`src/rtl/stopclk_pkg.sv`:
```
package stopclk_pkg;

  typedef enum logic [1:0] {
    PS_RUN     = 2'd0,
    PS_ACK     = 2'd1,
    PS_STOP    = 2'd2,
    PS_RESTART = 2'd3
  } pstate_e;

  // Mask of domains whose enable is never dropped.
  function automatic logic [31:0] keep_mask(input int biu_idx, input int irq_idx);
    return (32'd1 << biu_idx) | (32'd1 << irq_idx);
  endfunction

  // Whether a gated domain is enabled in a given state.
  function automatic logic core_enabled(input pstate_e st);
    return st != PS_STOP;
  endfunction

  // Next-state rule of the power sequencer.
  function automatic pstate_e next_pstate(input pstate_e cur, input logic stop_act,
                                          input logic ack_fire);
    pstate_e nx;
    nx = cur;
    case (cur)
      PS_RUN:     if (stop_act) nx = PS_ACK;
      PS_ACK:     if (ack_fire) nx = stop_act ? PS_STOP : PS_RESTART;
      PS_STOP:    if (!stop_act) nx = PS_RESTART;
      PS_RESTART: nx = PS_RUN;
      default:    nx = PS_RUN;
    endcase
    return nx;
  endfunction

endpackage

```
`src/rtl/stopclk_sync.sv`:
```
module stopclk_sync #(
  parameter int STAGES = 2
) (
  input  logic clk,
  input  logic rst_n,
  input  logic async_n,
  output logic sync_n
);
  logic [STAGES-1:0] chain;

  generate
    for (genvar g = 0; g < STAGES; g++) begin : g_stage
      if (g == 0) begin : g_first
        always_ff @(posedge clk or negedge rst_n) begin
          if (!rst_n) chain[0] <= 1'b1;
          else        chain[0] <= async_n;
        end
      end else begin : g_next
        always_ff @(posedge clk or negedge rst_n) begin
          if (!rst_n) chain[g] <= 1'b1;
          else        chain[g] <= chain[g-1];
        end
      end
    end
  endgenerate

  assign sync_n = chain[STAGES-1];
endmodule

```
`src/rtl/stopclk_fsm.sv`:
```
module stopclk_fsm
  import stopclk_pkg::*;
(
  input  logic    clk,
  input  logic    rst_n,
  input  logic    stop_act,
  input  logic    bus_idle,
  input  logic    ack_gnt,
  output pstate_e state,
  output logic    ack_req,
  output logic    ack_fire,
  output logic    resume_pulse
);
  pstate_e state_nx;

  assign ack_fire = ack_req & ack_gnt;
  assign state_nx = next_pstate(state, stop_act, ack_fire);

  always_ff @(posedge clk or negedge rst_n) begin
    if (!rst_n) state <= PS_RUN;
    else        state <= state_nx;
  end

  // One request per entry: raised on an idle bus, cleared by the grant,
  // which also leaves the pending state at the same edge.
  always_ff @(posedge clk or negedge rst_n) begin
    if (!rst_n) begin
      ack_req <= 1'b0;
    end else if (state == PS_ACK) begin
      if (ack_fire)                 ack_req <= 1'b0;
      else if (!ack_req && bus_idle) ack_req <= 1'b1;
    end else begin
      ack_req <= 1'b0;
    end
  end

  always_ff @(posedge clk or negedge rst_n) begin
    if (!rst_n) resume_pulse <= 1'b0;
    else        resume_pulse <= (state == PS_RESTART);
  end
endmodule

```
`src/rtl/stopclk_gate.sv`:
```
module stopclk_gate
  import stopclk_pkg::*;
#(
  parameter int N_DOM   = 6,
  parameter int BIU_IDX = 0,
  parameter int IRQ_IDX = 1
) (
  input  pstate_e          state,
  output logic [N_DOM-1:0] clk_en
);
  localparam logic [31:0]      KEEP32 = keep_mask(BIU_IDX, IRQ_IDX);
  localparam logic [N_DOM-1:0] KEEP   = KEEP32[N_DOM-1:0];

  logic core_on;
  assign core_on = core_enabled(state);

  generate
    for (genvar d = 0; d < N_DOM; d++) begin : g_dom
      if (KEEP[d]) begin : g_keep
        assign clk_en[d] = 1'b1;
      end else begin : g_core
        assign clk_en[d] = core_on;
      end
    end
  endgenerate
endmodule

```
`src/rtl/stopclk_ctrl.sv`:
```
module stopclk_ctrl
  import stopclk_pkg::*;
#(
  parameter int N_DOM       = 6,
  parameter int BIU_IDX     = 0,
  parameter int IRQ_IDX     = 1,
  parameter int SYNC_STAGES = 2
) (
  input  logic             clk,
  input  logic             rst_n,
  input  logic             stop_req_n,
  input  logic             bus_idle,
  input  logic             ack_gnt,
  output logic             ack_req,
  output logic [N_DOM-1:0] clk_en,
  output logic [1:0]       pwr_state,
  output logic             resume_pulse
);
  logic    stop_sync_n;
  logic    stop_act;
  logic    ack_fire;
  pstate_e state;

  stopclk_sync #(.STAGES(SYNC_STAGES)) u_sync (
    .clk     (clk),
    .rst_n   (rst_n),
    .async_n (stop_req_n),
    .sync_n  (stop_sync_n)
  );

  assign stop_act = ~stop_sync_n;

  stopclk_fsm u_fsm (
    .clk          (clk),
    .rst_n        (rst_n),
    .stop_act     (stop_act),
    .bus_idle     (bus_idle),
    .ack_gnt      (ack_gnt),
    .state        (state),
    .ack_req      (ack_req),
    .ack_fire     (ack_fire),
    .resume_pulse (resume_pulse)
  );

  stopclk_gate #(.N_DOM(N_DOM), .BIU_IDX(BIU_IDX), .IRQ_IDX(IRQ_IDX)) u_gate (
    .state  (state),
    .clk_en (clk_en)
  );

  assign pwr_state = state;
endmodule

```
`config.mk`:
```
export PLATFORM = sky130hd
export DESIGN_NAME = stopclk_ctrl
export DESIGN_NICKNAME = d
export VERILOG_FILES = /design/src/rtl/stopclk_pkg.sv /design/src/rtl/stopclk_sync.sv /design/src/rtl/stopclk_fsm.sv /design/src/rtl/stopclk_gate.sv /design/src/rtl/stopclk_ctrl.sv
export SDC_FILE = /design/constraint.sdc
export NUM_CORES = 1
export LEC_CHECK = 0
export BUFFER_PORTS_ARGS = -buffer_cell sky130_fd_sc_hd__buf_4
export CAP_MARGIN = 20
export CORE_AREA = 3 3 40 42
export CTS_BUF_LIST = sky130_fd_sc_hd__clkbuf_4 sky130_fd_sc_hd__clkbuf_8
export CTS_CLUSTER_SIZE = 10
export DETAILED_ROUTE_END_ITERATION = 7
export DIE_AREA = 0 0 43 45
export GPL_ROUTABILITY_DRIVEN = 0
export GPL_TIMING_DRIVEN = 1
export PLACE_DENSITY = 0.5
export SYNTH_ARGS = -nofsm -noshare
export SYNTH_HDL_FRONTEND = slang
export SYNTH_SLANG_ARGS = --single-unit
export TNS_END_PERCENT = 5
```
`constraint.sdc`:
```
create_clock -name clk -period 1.5 [get_ports clk]
set_input_delay 0.15 -clock clk [delete_from_list [all_inputs] [get_ports clk]]
set_output_delay 0.15 -clock clk [all_outputs]
set_load 0.02 [all_outputs]
```
==> metrics.log, run 1 <==
INFO  metric outcome = finished, violations left
INFO  metric violations = setup timing
INFO  metric met3_usage = around 7.6%
INFO  metric power.share.sequential = 24.3%
INFO  metric fmax = between 600 and 700 MHz
INFO  metric holdCritPathClass = primary input to flop
INFO  metric hold_ws = between 15 and 20 ps
INFO  metric avgSynthCellArea = roughly 12 sq um
INFO  metric route.vias.total = roughly 250
INFO  metric synth-seq-cells = 6
INFO  metric filler_free_cell_count_of_the_finished_design = 59
INFO  metric num_io_pins = 15
INFO  metric slew_viol_final = 0
INFO  metric clock_sink_count = 6
INFO  metric die_width = between 40 and 50 microns
INFO  metric critical_path.max_fanout = 5
INFO  metric place_ws = -98.7 ps
INFO  metric finalSetupViolations = 1
INFO  metric yosys-top-cells-area = dfrtp_1 29%, ha_1 18%, dfstp_2 15%
INFO  metric routed_wirelength = between 600 and 700 microns
INFO  metric yosys_synthesis_warning_count = 0
INFO  metric clkTransAtPathRegs = roughly 50 ps
INFO  metric setup-tns-final = -10.8 ps
INFO  metric dp_cells = 53
INFO  metric vias_per_cell = around 4.2
INFO  metric p_int = about 0.7 mW
INFO  metric cap_violations = 0
INFO  metric synth.distinct_cells = 14
INFO  metric synth_edf_count = 0
INFO  metric cts_max_path_bufs = 2
INFO  metric cellLeakagePower = between 0.2 and 0.25 nW
INFO  metric power.share.switching = 41.2%
INFO  metric final_area = ~500 sq um
INFO  metric global_route.peak_usage_layer = met2
INFO  metric gr-usage-all-layers = under 10%
INFO  metric number_of_global_route_vias_before_repair = between 200 and 300
INFO  metric drive_above_1_share = 70.5%
INFO  metric yosysSeqAreaShare = 44.2%
INFO  metric numPortBuffers = 12
INFO  metric yosys-top-cells-count = 6 x buf_4, 5 x ha_1, 4 x dfrtp_1
INFO  metric setup.worst_path.start_class = flop
INFO  metric final_period_minus_worst_setup_slack = about 1500 ps
INFO  metric postPlaceCellArea = about 440 sq um
INFO  metric drc = 0
INFO  metric clk-insertion-delay-late = around 250 ps
INFO  metric wire_length_of_the_first_global_routing_pass = about 1.1 mm
INFO  metric synth_top_cell_by_area = dfrtp_1
INFO  metric grt_setup_unrepaired = yes
INFO  metric fp-row-count = 13
INFO  metric cts_inserted_buffers = 3
INFO  metric die_height = approximately 45 microns
INFO  metric fin_skew = around 9.8 ps
INFO  metric htreeDepth = 1
INFO  metric maximum_number_of_pins_on_one_net_before_global_route_repair = 7
INFO  metric ff2ff_path_depth = 4
INFO  metric power_frac_clock = around 15%
INFO  metric yosys.area.top_type_share = 29.0%
INFO  metric worstPathArrival = between 1500 and 2000 ps
INFO  metric drt_iter0_drc = 2
INFO  metric post-route-period-util = 101%
INFO  metric power_density = about 2300 nW/um^2
INFO  metric net-switching-power = 0.481 mW
INFO  metric post-synth-top-count-cell = buf_4
INFO  metric crit_type = flop to flop
INFO  metric final_hold_viol_count = 0
INFO  metric netlist_instances = 30
INFO  metric die-area = ~1900 sq um
INFO  metric fraction_of_power_consumed_by_combinational_cells = between 60 and 70%
INFO  metric ys.flop_type = dfrtp_1
INFO  metric grtUsageMet1 = 7.84%
INFO  metric global_route.usage.met2 = about 13%
INFO  metric hpwlAfterDp = 518 microns
INFO  metric mappedNetlistArea = between 300 and 400 sq um
INFO  metric worstHoldPathCells = 1
INFO  metric drt-wirelength-per-cell = roughly 11 microns
INFO  metric route.antenna.remaining_nets = 0
INFO  metric gr-total-overflow = 0
INFO  metric areaGrowthSynthToFinish = 44.9%
INFO  metric final_net_count = 55
INFO  metric placeableCoreArea = ~1300 sq um
INFO  metric crit_required = 1670 ps
INFO  metric cts.root.buffer_cell = clkbuf_4
INFO  metric diodes = 0
INFO  metric final_critical_path_setup_slack = -10.8 ps
INFO  metric detail_route.first_pass.iterations = 3
INFO  metric antenna_violations_before_repair = 0
INFO  metric async_reset_ff_share = 100%
INFO  metric timing.critical_path.to_type = flop
INFO  metric starting_density_of_the_core = 26.9%
INFO  metric tritoncts = done
INFO  metric power.ir.vdd_worst = between 0.5 and 0.6 mV
==> area by class of cell <==
cell class,instances,area [sq um]
Fill cell,128,785
Multi-Input combinational cell,16,168
Sequential cell,6,155
Timing Repair Buffer,15,115
Clock buffer,4,30.0
Tap cell,15,18.8
Inverter,3,13.8
==> metrics by stage <==
stage	utilization [%]	power [mW]
after CTS	38.9	1.20
final	38.9	1.17
after global routing	38.9	1.26
after floorplan	-	0.750
after detailed placement	34.1	0.944
after global placement	34.1	0.908
==> cells in the final DEF (no fill, tap or decap), types with 2 or more instances in the layout <==
master    instances
buf_4            14
clkbuf_4          4
conb_1            2
dfrtp_1           2
dfrtp_2           2
dfstp_2           2
ha_1              2
ha_2              2
nor2_1            2
==> what timing repair did <==
action	CTS	global route
gates resized for setup	5	0
endpoints found under the hold margin	6	0
setup buffers	1	0
endpoints found under the setup margin	2	2
hold buffers	1	0
==> flip-flops by register name (all words and copies together), names as in the netlist <==
register and flops:
u_fsm.resume_pulse 1, u_sync.sync_n 1, u_fsm.state 2, u_sync.chain 1
u_fsm.ack_req 1
==> layer usage <==
metal	vias up	part of all wire, %
met4	0	0
met3	0	18
met5	-	0
met1	110	35
met2	19	47
li1	119	-
==> power by group through the flow <==
stage / logic [mW] / clock network [mW] / registers (mW)
2_1_floorplan: 0.409 / 0 / 0.342
3_3_place_gp: 0.630 / 0 / 0.279
3_5_place_dp: 0.661 / 0 / 0.282
4_1_cts: 0.723 / 0.190 / 0.286
5_1_grt: 0.767 / 0.206 / 0.289
6_report: 0.703 / 0.180 / 0.283
==> kinds of logic after synthesis <==
kind of cell | synth area share [%]
buffers and inverters | 16.3
DFF | 44.2
adders and majority gates | 18.1
AOI/OAI and AO/OA | 8.33
and+or+nand+nor | 4.35
muxes | 7.61
other | 1.09
==> path summary, 6_finish.rpt <==
path                            startpoint         endpoint  slack (ps)
setup / recovery            u_fsm.state[0]   u_fsm.state[0]         -10
hold / removal                  stop_req_n  u_sync.chain[0]          20
setup reg to reg            u_fsm.state[0]   u_fsm.state[0]         -10
hold reg to reg            u_sync.chain[0]    u_sync.sync_n         350
max in group asynchronous            rst_n    u_sync.sync_n        1050
min in group asynchronous            rst_n    u_fsm.ack_req         240
==> worst max-delay path, cell delays in order (launching register included) <==
cell and delay [ps]:
dfrtp_2 450, ha_2 210, a21boi_2 180, or4_1 500, o21ai_1 100
No activity file was read; power rests on OpenSTA's default activity.
==> run 2, diff against run 1 <==
--- a/config.mk
+++ b/config.mk
@@ -5,6 +5,7 @@
 export SDC_FILE = /design/constraint.sdc
 export NUM_CORES = 1
 export LEC_CHECK = 0
+export ABC_AREA = 1
 export BUFFER_PORTS_ARGS = -buffer_cell sky130_fd_sc_hd__buf_4
 export CAP_MARGIN = 20
 export CORE_AREA = 3 3 40 42
@@ -14,7 +15,7 @@
 export DIE_AREA = 0 0 43 45
 export GPL_ROUTABILITY_DRIVEN = 0
 export GPL_TIMING_DRIVEN = 1
-export PLACE_DENSITY = 0.5
+export PLACE_DENSITY = 0.51
 export SYNTH_ARGS = -nofsm -noshare
 export SYNTH_HDL_FRONTEND = slang
 export SYNTH_SLANG_ARGS = --single-unit
==> metrics.log, run 2 <==
INFO  metric drt_iter0_drc = 6
INFO  metric diodes = 0
INFO  metric post-synth-top-count-cell = nand2_1
INFO  metric cellLeakagePower = between 0.2 and 0.3 nW
INFO  metric drc = 0
INFO  metric power.ir.vdd_worst = approximately 0.85 mV
INFO  metric worstPathArrival = 1220 ps
INFO  metric numPortBuffers = 12
INFO  metric die-area = 1940 sq um
INFO  metric placeableCoreArea = between 1000 and 1500 sq um
INFO  metric num_io_pins = 15
INFO  metric final_critical_path_setup_slack = about 130 ps
INFO  metric yosysSeqAreaShare = a little over two fifths
INFO  metric vias_per_cell = between 4 and 5
INFO  metric maximum_number_of_pins_on_one_net_before_global_route_repair = 7
INFO  metric post-route-period-util = ~90%
INFO  metric postPlaceCellArea = roughly 430 sq um
INFO  metric routed_wirelength = 629 microns
INFO  metric filler_cell_count = roughly 130
INFO  metric yosys.area.top_type_share = 27.7%
INFO  metric timing.critical_path.to_type = output pin
INFO  metric synth-seq-cells = 6
INFO  metric global_route.usage.met2 = 11.7%
INFO  metric cts.repair_timing.setup_buffer_count = 0
INFO  metric tritoncts = done
INFO  metric yosys-top-cells-area = dfrtp_1 28%, ha_1 17%, dfstp_2 15%
INFO  metric clkTransAtPathRegs = around 50 ps
INFO  metric hpwlAfterDp = slightly below 500 microns
INFO  metric ys.flop_type = dfrtp_1
INFO  metric met3_usage = 6.37%
INFO  metric finalSetupViolations = 0
INFO  metric clock_sink_count = 6
INFO  metric route.antenna.remaining_nets = 0
INFO  metric critical_path_buf_inv_count = 3
INFO  metric fmax = ~730 MHz
INFO  metric dp_cells = between 60 and 70
INFO  metric synth.distinct_cells = 12
INFO  metric setup.worst_path.start_class = flop
INFO  metric die_width = 43 microns
INFO  metric layout_commonest_cell = buf_4
INFO  metric holdCritPathClass = primary input to flop
INFO  metric fin_skew = ~2.9 ps
INFO  metric global_route.peak_usage_layer = met2
INFO  metric synth_edf_count = 0
INFO  metric antenna_violations_before_repair = 0
INFO  metric filler_free_cell_count_of_the_finished_design = 69
INFO  metric cp_top_family = flip-flops
INFO  metric netlist_instances = a little over 40
INFO  metric route.vias.total = roughly 280
INFO  metric drive_above_1_share = between 30% and 40%
INFO  metric cts_inserted_buffers = 3
INFO  metric largest_register_ff_count = 2
INFO  metric crit_path_cell_trace = inv_2, ha_1, inv_1, buf_4
INFO  metric ff2ff_path_depth = 6
INFO  metric mappedNetlistArea = 362 sq um
INFO  metric avgSynthCellArea = a little under 9 sq um
INFO  metric slew_viol_final = 0
INFO  metric htreeDepth = 1
INFO  metric crit_type = flop to output pin
INFO  metric clk-insertion-delay-late = approximately 240 ps
INFO  metric top_library_cells_by_usage_in_the_layout_fill_and_taps_aside = 12 x buf_4, 10 x nand2_1, 5 x ha_1
INFO  metric detail_route.first_pass.iterations = 4
INFO  metric critical_path_cell_count = 4
INFO  metric grt_setup_unrepaired = no
INFO  metric cp_slowest_stage_delay = 420 ps
INFO  metric cts_max_path_bufs = 2
INFO  metric synth_top_cell_by_area = dfrtp_1
INFO  metric final_net_count = 65
INFO  metric final_hold_viol_count = 0
INFO  metric crit_required = around 1400 ps
INFO  metric wire_length_of_the_first_global_routing_pass = between 1 and 1.5 mm
INFO  metric total_design_power = 1.03 mW
INFO  metric fp-row-count = 13
INFO  metric cap_violations = 0
INFO  metric yosys-top-cells-count = 10 x nand2_1, 6 x buf_4, 5 x ha_1, 5 x inv_1, 4 x dfrtp_1
INFO  metric die_height = 45 microns
INFO  metric gr-usage-all-layers = between 7 and 8%
INFO  metric drt-wirelength-per-cell = just over 9 microns
INFO  metric final_period_minus_worst_setup_slack = roughly 1400 ps
INFO  metric final_area = just under 500 sq um
INFO  metric multiInputGateArea = roughly 150 sq um
INFO  metric worstHoldPathCells = 3
INFO  metric gr-total-overflow = 0
INFO  metric number_of_global_route_vias_before_repair = 263
INFO  metric areaGrowthSynthToFinish = 32.9%
INFO  metric power_density = ~2200 nW/um^2
INFO  metric cts.root.buffer_cell = clkbuf_4
INFO  metric setup-tns-final = 0 ps
INFO  metric outcome = finished clean
INFO  metric cpMaxStageDelayCell = dfrtp_2
INFO  metric max_flop_register = u_fsm.state
INFO  metric starting_density_of_the_core = 28.1%
INFO  metric place_ws = 277 ps
INFO  metric async_reset_ff_share = 100%
INFO  metric layout.area.seq = between 150 and 200 sq um
INFO  metric yosys_synthesis_warning_count = 0
INFO  metric critical_path.max_fanout = 6
INFO  metric grtUsageMet1 = about 8.4%
==> run 2: layer usage <==
layer / up-vias / wire length (microns) / share of wire [%]
li1: 141 / - / -
met1: 119 / 260 / 41
met2: 20 / 255 / 41
met3: 2 / 100 / 16
met4: 0 / 13 / 2.1
met5: - / 0 / 0
==> run 2: logic make-up after synthesis <==
family,Yosys count,share of synthesized area (%)
AND/OR/NAND/NOR,18,21.8
flip-flops,6,42.2
buffers and inverters,11,17.6
adder cells (fa/ha/maj),5,17.3
other,1,1.04
==> run 2: final cells by class <==
cell class              count  area share (%)
flip-flops and latches      6            32.0
multi-input cells          25            31.0
repair buffers             14            22.9
clock buffers               4            6.25
inverters                   5            3.91
well taps                  15            3.91
==> run 2: where the power goes <==
part	total, mW	internal (mW)	switching (mW)
sequential	0.279	0.221	0.0584
clock	0.177	0.119	0.0585
combinational	0.577	0.239	0.338
total	1.03	0.579	0.455
==> run 2: path summary, 6_finish.rpt <==
kind / slack [ps] / start / to
worst max-delay path: 130 / u_fsm.state[0] / clk_en[3]
worst min-delay path: 140 / bus_idle / u_fsm.ack_req
worst max register to register: 300 / u_fsm.state[1] / u_fsm.state[0]
worst min register to register: 350 / u_sync.chain[0] / u_sync.sync_n
max in group asynchronous: 1050 / rst_n / u_sync.sync_n
min in group asynchronous: 250 / rst_n / u_fsm.resume_pulse
==> run 2: worst reg2reg max path, delay by kind of cell, from the launching register on <==
kind,cells,cell delay [ps]
buffers and inverters,1,110
flip-flops,1,430
adder cells (fa/ha/maj),1,200
AND/OR/NAND/NOR,4,350
==> run 2: what timing repair did <==
item,4_1_cts,5_1_grt
endpoints found under the hold margin,6,1
gates resized for setup,0,2
endpoints found under the setup margin,0,4
hold buffers,1,1
==> run 2: stage by stage <==
step	hold WS [ps]	util (%)
floorplan	-146	-
global placement	-40.1	33.4
detailed placement	-39.1	33.4
CTS	5.72	36.5
global route	169	37.4
finish	142	37.4
